[config.mk]
export PLATFORM = sky130hd
export DESIGN_NAME = seeprom_tgt
export DESIGN_NICKNAME = d
export VERILOG_FILES = /design/src/rtl/seeprom_pkg.sv /design/src/rtl/seeprom_bus_cond.sv /design/src/rtl/seeprom_busy_timer.sv /design/src/rtl/seeprom_tgt.sv
export SDC_FILE = /design/constraint.sdc
export NUM_CORES = 2
export LEC_CHECK = 0
export ABC_CLOCK_PERIOD_IN_PS = 6600
export BUFFER_PORTS_ARGS = -buffer_cell sky130_fd_sc_hd__buf_2
export CAP_MARGIN = 25
export CORE_AREA = 2 2 468 656
export DETAILED_ROUTE_END_ITERATION = 8
export DIE_AREA = 0 0 470 658
export GPL_TIMING_DRIVEN = 0
export HOLD_SLACK_MARGIN = 0.06
export SETUP_SLACK_MARGIN = 0.3
export SYNTH_ARGS = -nofsm -noshare
export SYNTH_HDL_FRONTEND = slang
export SYNTH_SLANG_ARGS = --single-unit
[constraint.sdc]
create_clock -name clk -period 6.6 [get_ports clk]
set_input_delay 0.33 -clock clk [delete_from_list [all_inputs] [get_ports clk]]
set_output_delay 0.33 -clock clk [all_outputs]
set_load 0.02 [all_outputs]
[src/rtl/seeprom_pkg.sv]
package seeprom_pkg;

    typedef enum logic [2:0] {
        ST_IDLE,
        ST_RX,
        ST_ACK,
        ST_TX,
        ST_TXACK
    } fsm_e;

    typedef enum logic [1:0] {
        K_DEV,
        K_AHI,
        K_ALO,
        K_DATA
    } kind_e;

endpackage

[src/rtl/seeprom_bus_cond.sv]
module seeprom_bus_cond (
    input  logic clk,
    input  logic rst_n,
    input  logic scl_i,
    input  logic sda_i,
    output logic start_o,
    output logic stop_o,
    output logic rise_o,
    output logic fall_o
);
    typedef struct packed {
        logic scl;
        logic sda;
    } lvl_t;

    lvl_t lvl_d, lvl_q;

    always_comb begin
        lvl_d.scl = scl_i;
        lvl_d.sda = sda_i;
    end

    always_ff @(posedge clk or negedge rst_n) begin
        if (!rst_n) lvl_q <= '{scl: 1'b1, sda: 1'b1};
        else        lvl_q <= lvl_d;
    end

    assign start_o = lvl_q.scl & scl_i & lvl_q.sda & ~sda_i;
    assign stop_o  = lvl_q.scl & scl_i & ~lvl_q.sda & sda_i;
    assign rise_o  = ~lvl_q.scl & scl_i;
    assign fall_o  = lvl_q.scl & ~scl_i;

endmodule

[src/rtl/seeprom_busy_timer.sv]
module seeprom_busy_timer #(
    parameter int CYCLES = 300
) (
    input  logic clk,
    input  logic rst_n,
    input  logic start_i,
    output logic busy_o
);
    localparam int CW = $clog2(CYCLES + 1);

    logic [CW-1:0] cnt_d, cnt_q;

    always_comb begin
        cnt_d = cnt_q;
        if (start_i)            cnt_d = CW'(CYCLES);
        else if (cnt_q != '0)   cnt_d = cnt_q - CW'(1);
    end

    always_ff @(posedge clk or negedge rst_n) begin
        if (!rst_n) cnt_q <= '0;
        else        cnt_q <= cnt_d;
    end

    assign busy_o = (cnt_q != '0);

    // a commit request opens the busy window on the next clock
    p_busy_opens_r5: assert property (@(posedge clk) disable iff (!rst_n)
        start_i |=> busy_o);

endmodule

[src/rtl/seeprom_tgt.sv]
module seeprom_tgt
    import seeprom_pkg::*;
#(
    parameter logic [6:0] DEV_ADDR    = 7'h50,
    parameter int         MEM_BYTES   = 256,
    parameter int         PAGE_BYTES  = 32,
    parameter int         BUSY_CYCLES = 300
) (
    input  logic clk,
    input  logic rst_n,
    input  logic scl_i,
    input  logic sda_i,
    output logic sda_drive_low_o,
    output logic busy_o
);
    localparam int AW = $clog2(MEM_BYTES);
    localparam int OW = $clog2(PAGE_BYTES);

    typedef struct packed {
        fsm_e                        st;
        kind_e                       kind;
        logic [3:0]                  cnt;
        logic [7:0]                  sh;
        logic                        drv;
        logic                        rd;
        logic [AW-1:0]               ptr;
        logic [7:0]                  ahi;
        logic [PAGE_BYTES-1:0]       vld;
        logic [PAGE_BYTES-1:0][7:0]  pbuf;
    } ctl_t;

    ctl_t        d, q;
    logic        start, stop, rise, fall;
    logic        commit;
    logic [7:0]  rd_byte;
    logic [15:0] full_addr;
    logic [7:0]  mem_q [MEM_BYTES];

    seeprom_bus_cond i_cond (
        .clk     (clk),
        .rst_n   (rst_n),
        .scl_i   (scl_i),
        .sda_i   (sda_i),
        .start_o (start),
        .stop_o  (stop),
        .rise_o  (rise),
        .fall_o  (fall)
    );

    seeprom_busy_timer #(.CYCLES(BUSY_CYCLES)) i_timer (
        .clk     (clk),
        .rst_n   (rst_n),
        .start_i (commit),
        .busy_o  (busy_o)
    );

    assign rd_byte   = mem_q[q.ptr];
    assign full_addr = {q.ahi, q.sh};

    always_comb begin
        d      = q;
        commit = 1'b0;
        if (stop) begin
            d.st   = ST_IDLE;
            d.drv  = 1'b0;
            commit = |q.vld;
            d.vld  = '0;
        end else if (start) begin
            d.st   = ST_RX;
            d.kind = K_DEV;
            d.cnt  = '0;
            d.drv  = 1'b0;
            d.vld  = '0;
        end else begin
            unique case (q.st)
                ST_RX: begin
                    if (rise && q.cnt != 4'd8) begin
                        d.sh  = {q.sh[6:0], sda_i};
                        d.cnt = q.cnt + 4'd1;
                    end else if (fall && q.cnt == 4'd8) begin
                        d.st  = ST_ACK;
                        d.drv = 1'b1;
                        d.cnt = '0;
                        unique case (q.kind)
                            K_DEV: begin
                                if (q.sh[7:1] != DEV_ADDR || busy_o) begin
                                    d.st  = ST_IDLE;
                                    d.drv = 1'b0;
                                end else begin
                                    d.rd = q.sh[0];
                                end
                            end
                            K_AHI: d.ahi = q.sh;
                            K_ALO: d.ptr = full_addr[AW-1:0];
                            K_DATA: begin
                                d.pbuf[q.ptr[OW-1:0]] = q.sh;
                                d.vld[q.ptr[OW-1:0]]  = 1'b1;
                                d.ptr = {q.ptr[AW-1:OW], q.ptr[OW-1:0] + OW'(1)};
                            end
                        endcase
                    end
                end
                ST_ACK: begin
                    if (fall) begin
                        d.drv = 1'b0;
                        d.cnt = '0;
                        if (q.kind == K_DEV && q.rd) begin
                            d.st  = ST_TX;
                            d.sh  = rd_byte;
                            d.drv = ~rd_byte[7];
                            d.ptr = q.ptr + AW'(1);
                        end else begin
                            d.st = ST_RX;
                            unique case (q.kind)
                                K_DEV:  d.kind = K_AHI;
                                K_AHI:  d.kind = K_ALO;
                                default: d.kind = K_DATA;
                            endcase
                        end
                    end
                end
                ST_TX: begin
                    if (rise) begin
                        d.cnt = q.cnt + 4'd1;
                    end else if (fall) begin
                        if (q.cnt == 4'd8) begin
                            d.st  = ST_TXACK;
                            d.drv = 1'b0;
                        end else begin
                            d.sh  = {q.sh[6:0], 1'b0};
                            d.drv = ~q.sh[6];
                        end
                    end
                end
                ST_TXACK: begin
                    if (rise) begin
                        if (sda_i) d.st  = ST_IDLE;
                        else       d.cnt = 4'd9;
                    end else if (fall && q.cnt == 4'd9) begin
                        d.st  = ST_TX;
                        d.cnt = '0;
                        d.sh  = rd_byte;
                        d.drv = ~rd_byte[7];
                        d.ptr = q.ptr + AW'(1);
                    end
                end
                default: ;
            endcase
        end
    end

    always_ff @(posedge clk or negedge rst_n) begin
        if (!rst_n) begin
            q      <= '0;
            q.st   <= ST_IDLE;
            q.kind <= K_DEV;
        end else begin
            q <= d;
        end
    end

    always_ff @(posedge clk or negedge rst_n) begin
        if (!rst_n) begin
            for (int i = 0; i < MEM_BYTES; i++) mem_q[i] <= '0;
        end else if (commit) begin
            for (int i = 0; i < PAGE_BYTES; i++)
                if (q.vld[i]) mem_q[{q.ptr[AW-1:OW], OW'(i)}] <= q.pbuf[i];
        end
    end

    assign sda_drive_low_o = q.drv;

    // no drive while the FSM waits for the next START
    p_idle_released_r9: assert property (@(posedge clk) disable iff (!rst_n)
        q.st == ST_IDLE |-> !sda_drive_low_o);

    // no header acknowledge while the programming window is open
    p_busy_noack_r6: assert property (@(posedge clk) disable iff (!rst_n)
        (q.st == ST_ACK && q.kind == K_DEV) |-> !busy_o);

    // the page number is held while data bytes are collected
    p_page_hold_r4: assert property (@(posedge clk) disable iff (!rst_n)
        q.kind == K_DATA |=> (q.kind != K_DATA) || (q.ptr[AW-1:OW] == $past(q.ptr[AW-1:OW])));

    // the drive changes only after SCL has gone low
    p_sda_scl_low_r11: assert property (@(posedge clk) disable iff (!rst_n)
        !$stable(sda_drive_low_o) |-> !$past(scl_i));

endmodule

==> impl_results.md <==
* Initial antenna violation count at 122
* FILL cells at 28360
* Class of the tightest hold or removal check: in -> reg
* Count of input and output buffers at 5
* Top layer in use: met5
* Number of buffers inserted during clock tree synthesis at ~240
* Actual slew at the worst max-slew pin at approximately 1.4 ns
* Vertical extent of the die at 658 um
* Maximum number of pins on one net before global-route repair at 176
* Synth-to-layout area growth at 18.43%
* Dominant register cell in the synthesized netlist: sky130_fd_sc_hd__dfrtp_1
* Clock-pin transition on the worst setup and hold timing paths at ~0.07 ns
* H-Tree Level Count at 4
* Area occupied by multi-input gates at around 45000 sq um
* Final wirelength at approximately 760 mm
* Count of maximum capacitance violations at 0
* Share of synthesized area occupied by flip-flops and latches at 0.5619
* Peak per-stage delay on the critical path at ~0.9 ns
* #FFs+latches synth at around 2400
* Timing-limited maximum frequency at approximately 150 MHz
* Global route overflow at 0
* Synth top area share at 0.5614
* Post-Syn Area at about 110000 sq um
* CP cell instances: buf_2, buf_2, buf_12, buf_4, buf_2, mux2i_1, o22ai_1, nor4_1, buf_2, nand2_1, a22oi_1, a41oi_1, o22a_1
* Detailed-placement wirelength estimate at 601.1 mm
* Worst slew margin relative to its limit at 0.05556
* Initial core utilization at 0.3479
* Largest cells by area after synthesis: sky130_fd_sc_hd__dfrtp_1 (56%), sky130_fd_sc_hd__mux2_2 (24%), sky130_fd_sc_hd__mux2i_1 (9.7%)
* Fraction of the mapped netlist area in simple logic gates at 0.03535
* Summed area of non-filler cells in the final layout at 125200 sq um
* Period minus WS final at around 6.6 ns
* Fin. Hold Viols at 0
* IR drop worst, VDD at 0.2318 mV
* Sequential cell area at just under 60000 sq um
* Part of the total power dissipated in combinational logic at 0.059
* Xor/xnor cell area share of the yosys netlist at 0.0003314
* Starting DRC count in detailed routing at between 10000 and 15000
* DRC violations left at 0
* Element type at the critical path start: flip-flop
* Number of pins exceeding their max-slew limit in the final report at 0
* CP max-delay cell: sky130_fd_sc_hd__mux2i_1
* Worst setup slack before clock tree synthesis at -0.06975 ns
* Synthesized-area fraction occupied by ao, oa, aoi and oai cells at 0.03961
* Largest area contributor in the synthesized netlist: sky130_fd_sc_hd__dfrtp_1
* Met2 Routed Length at about 330 mm
* Power per standard cell area at 250.5 nW/um^2
* Length of routed met3 wiring at roughly 67 mm
* CP required at about 7.4 ns
* Clock latency at the later pin of the worst-skew pair at 0.99 ns
* Row cnt at 240
* Maximum clock skew at final layout at around 0.09 ns
* Count of warnings emitted by yosys at 0
* Via count of the first global-routing pass at about 76000
* Violated checks: antenna rules
* TritonCTS clock tree: done
* Count of different cell masters after synthesis at between 60 and 70
* Unrepaired setup endpoints after global routing: false
* Gate count of the mapped netlist at 7473
* I/O pin count at 6
* Final clock period utilization by the worst path at 0.9996
* CTS Sinks at ~2400
* Main combinational cell family by area after synthesis: multiplexers
* Cell Area, Placed at ~120000 sq um
* Multiplexer share of the synthesized area at 0.3429
* Clock tree buffer depth at 4
* Clock root cell: sky130_fd_sc_hd__clkbuf_16
* Crit Path Category: reg -> reg
* Overall routing resource usage at 0.4846
* Chip Width at roughly 470 um
* Mean routed wirelength per cell at ~61 um
* Share of layout cells above drive strength 1 at 0.4367
* Count of endpoints failing setup in the final report at 0
* Portion of total power attributed to sequential cells at 0.467
* Final net count at slightly above 8000
* Internal power component at approximately 23 mW
* Commonest non-fill, non-tap cells in the layout: sky130_fd_sc_hd__dfrtp_1 (2372), sky130_fd_sc_hd__mux2_2 (2277), sky130_fd_sc_hd__mux2i_1 (952)
* Gpl congestion at ~1.1
* Switching pwr at 7.968 mW
* Placeable core area at just over 300000 sq um
* Die Area at around 300000 sq um
* Antenna-violating nets left at 1
* Clock power share at 0.474
* Buffers inserted during post-CTS setup optimization at 0
* Arrival time reported for the critical path endpoint at between 7 and 8 ns
* Total nets after synthesis at 7486
* Number of vias per cell at around 6.4
* Worst setup EP type: flip-flop
* PnR worst setup slack at ~0.0028 ns
* Sw frac at 0.2541
* Total via count in the routed design at 80100
* Run status: finished, violations left
* Static power due to leakage at 57.52 nW
* Most frequent standard cell in the layout excluding fill and tap cells: sky130_fd_sc_hd__dfrtp_1
* Global-route wire length before repair at 935.0 mm
* Crit-path most repeated cell: sky130_fd_sc_hd__buf_2
* Post-synth ARST share at 1.000
* Met1 layer wirelength in the final routing at 279.6 mm
* Syn avg cell area at 14.15 sq um
* Max Fanout on Critical Path at 10
* Number of flops mapped to enable cells by yosys at 0
* Fraction of the mapped netlist area in adder cells at 0.001065
* First-pass DRT Iterations at 6
-- cells in the mapped netlist, types with 16 or more instances --
master,n
sky130_fd_sc_hd__a21boi_0,33
sky130_fd_sc_hd__a21oi_1,37
sky130_fd_sc_hd__a31oi_1,37
sky130_fd_sc_hd__buf_2,183
sky130_fd_sc_hd__buf_4,42
sky130_fd_sc_hd__buf_6,21
sky130_fd_sc_hd__clkbuf_1,91
sky130_fd_sc_hd__dfrtp_1,2372
sky130_fd_sc_hd__inv_1,41
sky130_fd_sc_hd__mux2_1,30
sky130_fd_sc_hd__mux2_2,2277
sky130_fd_sc_hd__mux2i_1,1022
sky130_fd_sc_hd__nand2_1,192
sky130_fd_sc_hd__nand2_2,150
sky130_fd_sc_hd__nor2_1,126
sky130_fd_sc_hd__nor3_1,32
sky130_fd_sc_hd__nor4_1,98
sky130_fd_sc_hd__o21ai_0,28
sky130_fd_sc_hd__o22ai_1,485
sky130_fd_sc_hd__or4_1,16
-- metal layers --
layer	global-route usage	up-vias
li1	-	29050
met1	0.5574	43760
met2	0.7045	5382
met3	0.1457	1861
met4	0.4871	46
met5	0	-
-- area by class of cell --
type / instances / share of cell area
Sequential cell: 2374 / 0.4745
Multi-Input combinational cell: 4715 / 0.3581
Clock buffer: 345 / 0.05651
Timing Repair Buffer: 416 / 0.04244
Tap cell: 3993 / 0.03990
Buffer: 343 / 0.01522
Clock inverter: 93 / 0.01000
Antenna cell: 106 / 0.002118
Inverter: 41 / 0.001229
-- path summary, 6_finish.rpt --
path | from | to | slack (ns) | cells past startpoint
min in group asynchronous | rst_n | i_timer.cnt_q[4] | 0.52 | 4
setup / recovery | q[297] | full_addr[6] | 0.003 | 13
hold reg to reg | mem_q[2039] | mem_q[2039] | 0.50 | 1
max in group asynchronous | rst_n | mem_q[911] | 1.93 | 9
setup reg to reg | q[297] | full_addr[6] | 0.003 | 13
hold / removal | sda_i | i_cond.lvl_q[0] | 0.16 | 2
-- sequential cells by signal (all words and copies together) (netlist names) --
register         cells
mem_q             2048
i_cond.lvl_q         2
q                  306
sda_drive_low_o      1
i_timer.cnt_q        9
full_addr            8
-- cells by family (layout without fill, tap and decap cells) --
family,after synthesis,after routing
flip-flops,2374,2374
adder cells (fa/ha/maj),9,9
XOR/XNOR,4,4
multiplexers,3331,3331
buffers and inverters,384,1238
AO/OA/AOI/OAI,661,661
other,0,106
AND/OR/NAND/NOR,710,710
-- critical path, delay by kind of cell (launching register included) --
kind | cells | cell delay [ns]
compound gates | 4 | 1.88
buf+inv | 6 | 2.57
flops | 1 | 0.37
mux | 1 | 0.92
simple gates | 2 | 0.49
-- stage by stage --
step	util	power [mW]	std cells	hold WS [ns]	TNS, ns
2_1_floorplan	-	15.23	7473	0.03441	0
3_3_place_gp	0.3644	16.50	11470	0.4738	-
3_5_place_dp	0.3825	16.70	11850	0.3379	-0.06975
4_1_cts	0.4103	31.31	12290	0.1470	0
5_1_grt	0.4113	31.93	12340	0.1584	0
6_report	0.4120	31.36	12430	0.1632	0
-- power by group through the flow --
stage	clock (mW)	combinational, mW	sequential [mW]
final	14.9	1.84	14.7
after global routing	15.5	1.83	14.7
after CTS	14.9	1.78	14.7
after detailed placement	0	1.77	14.9
after global placement	0	1.53	15.0
after floorplan	0	0.324	14.9
-- repair_timing --
action	CTS	global route
gates resized for setup	11	3
setup endpoints to repair	5	3
hold buffers	5	0
hold endpoints to repair	313	0
Note: power is estimated with default switching activity, not from simulation.
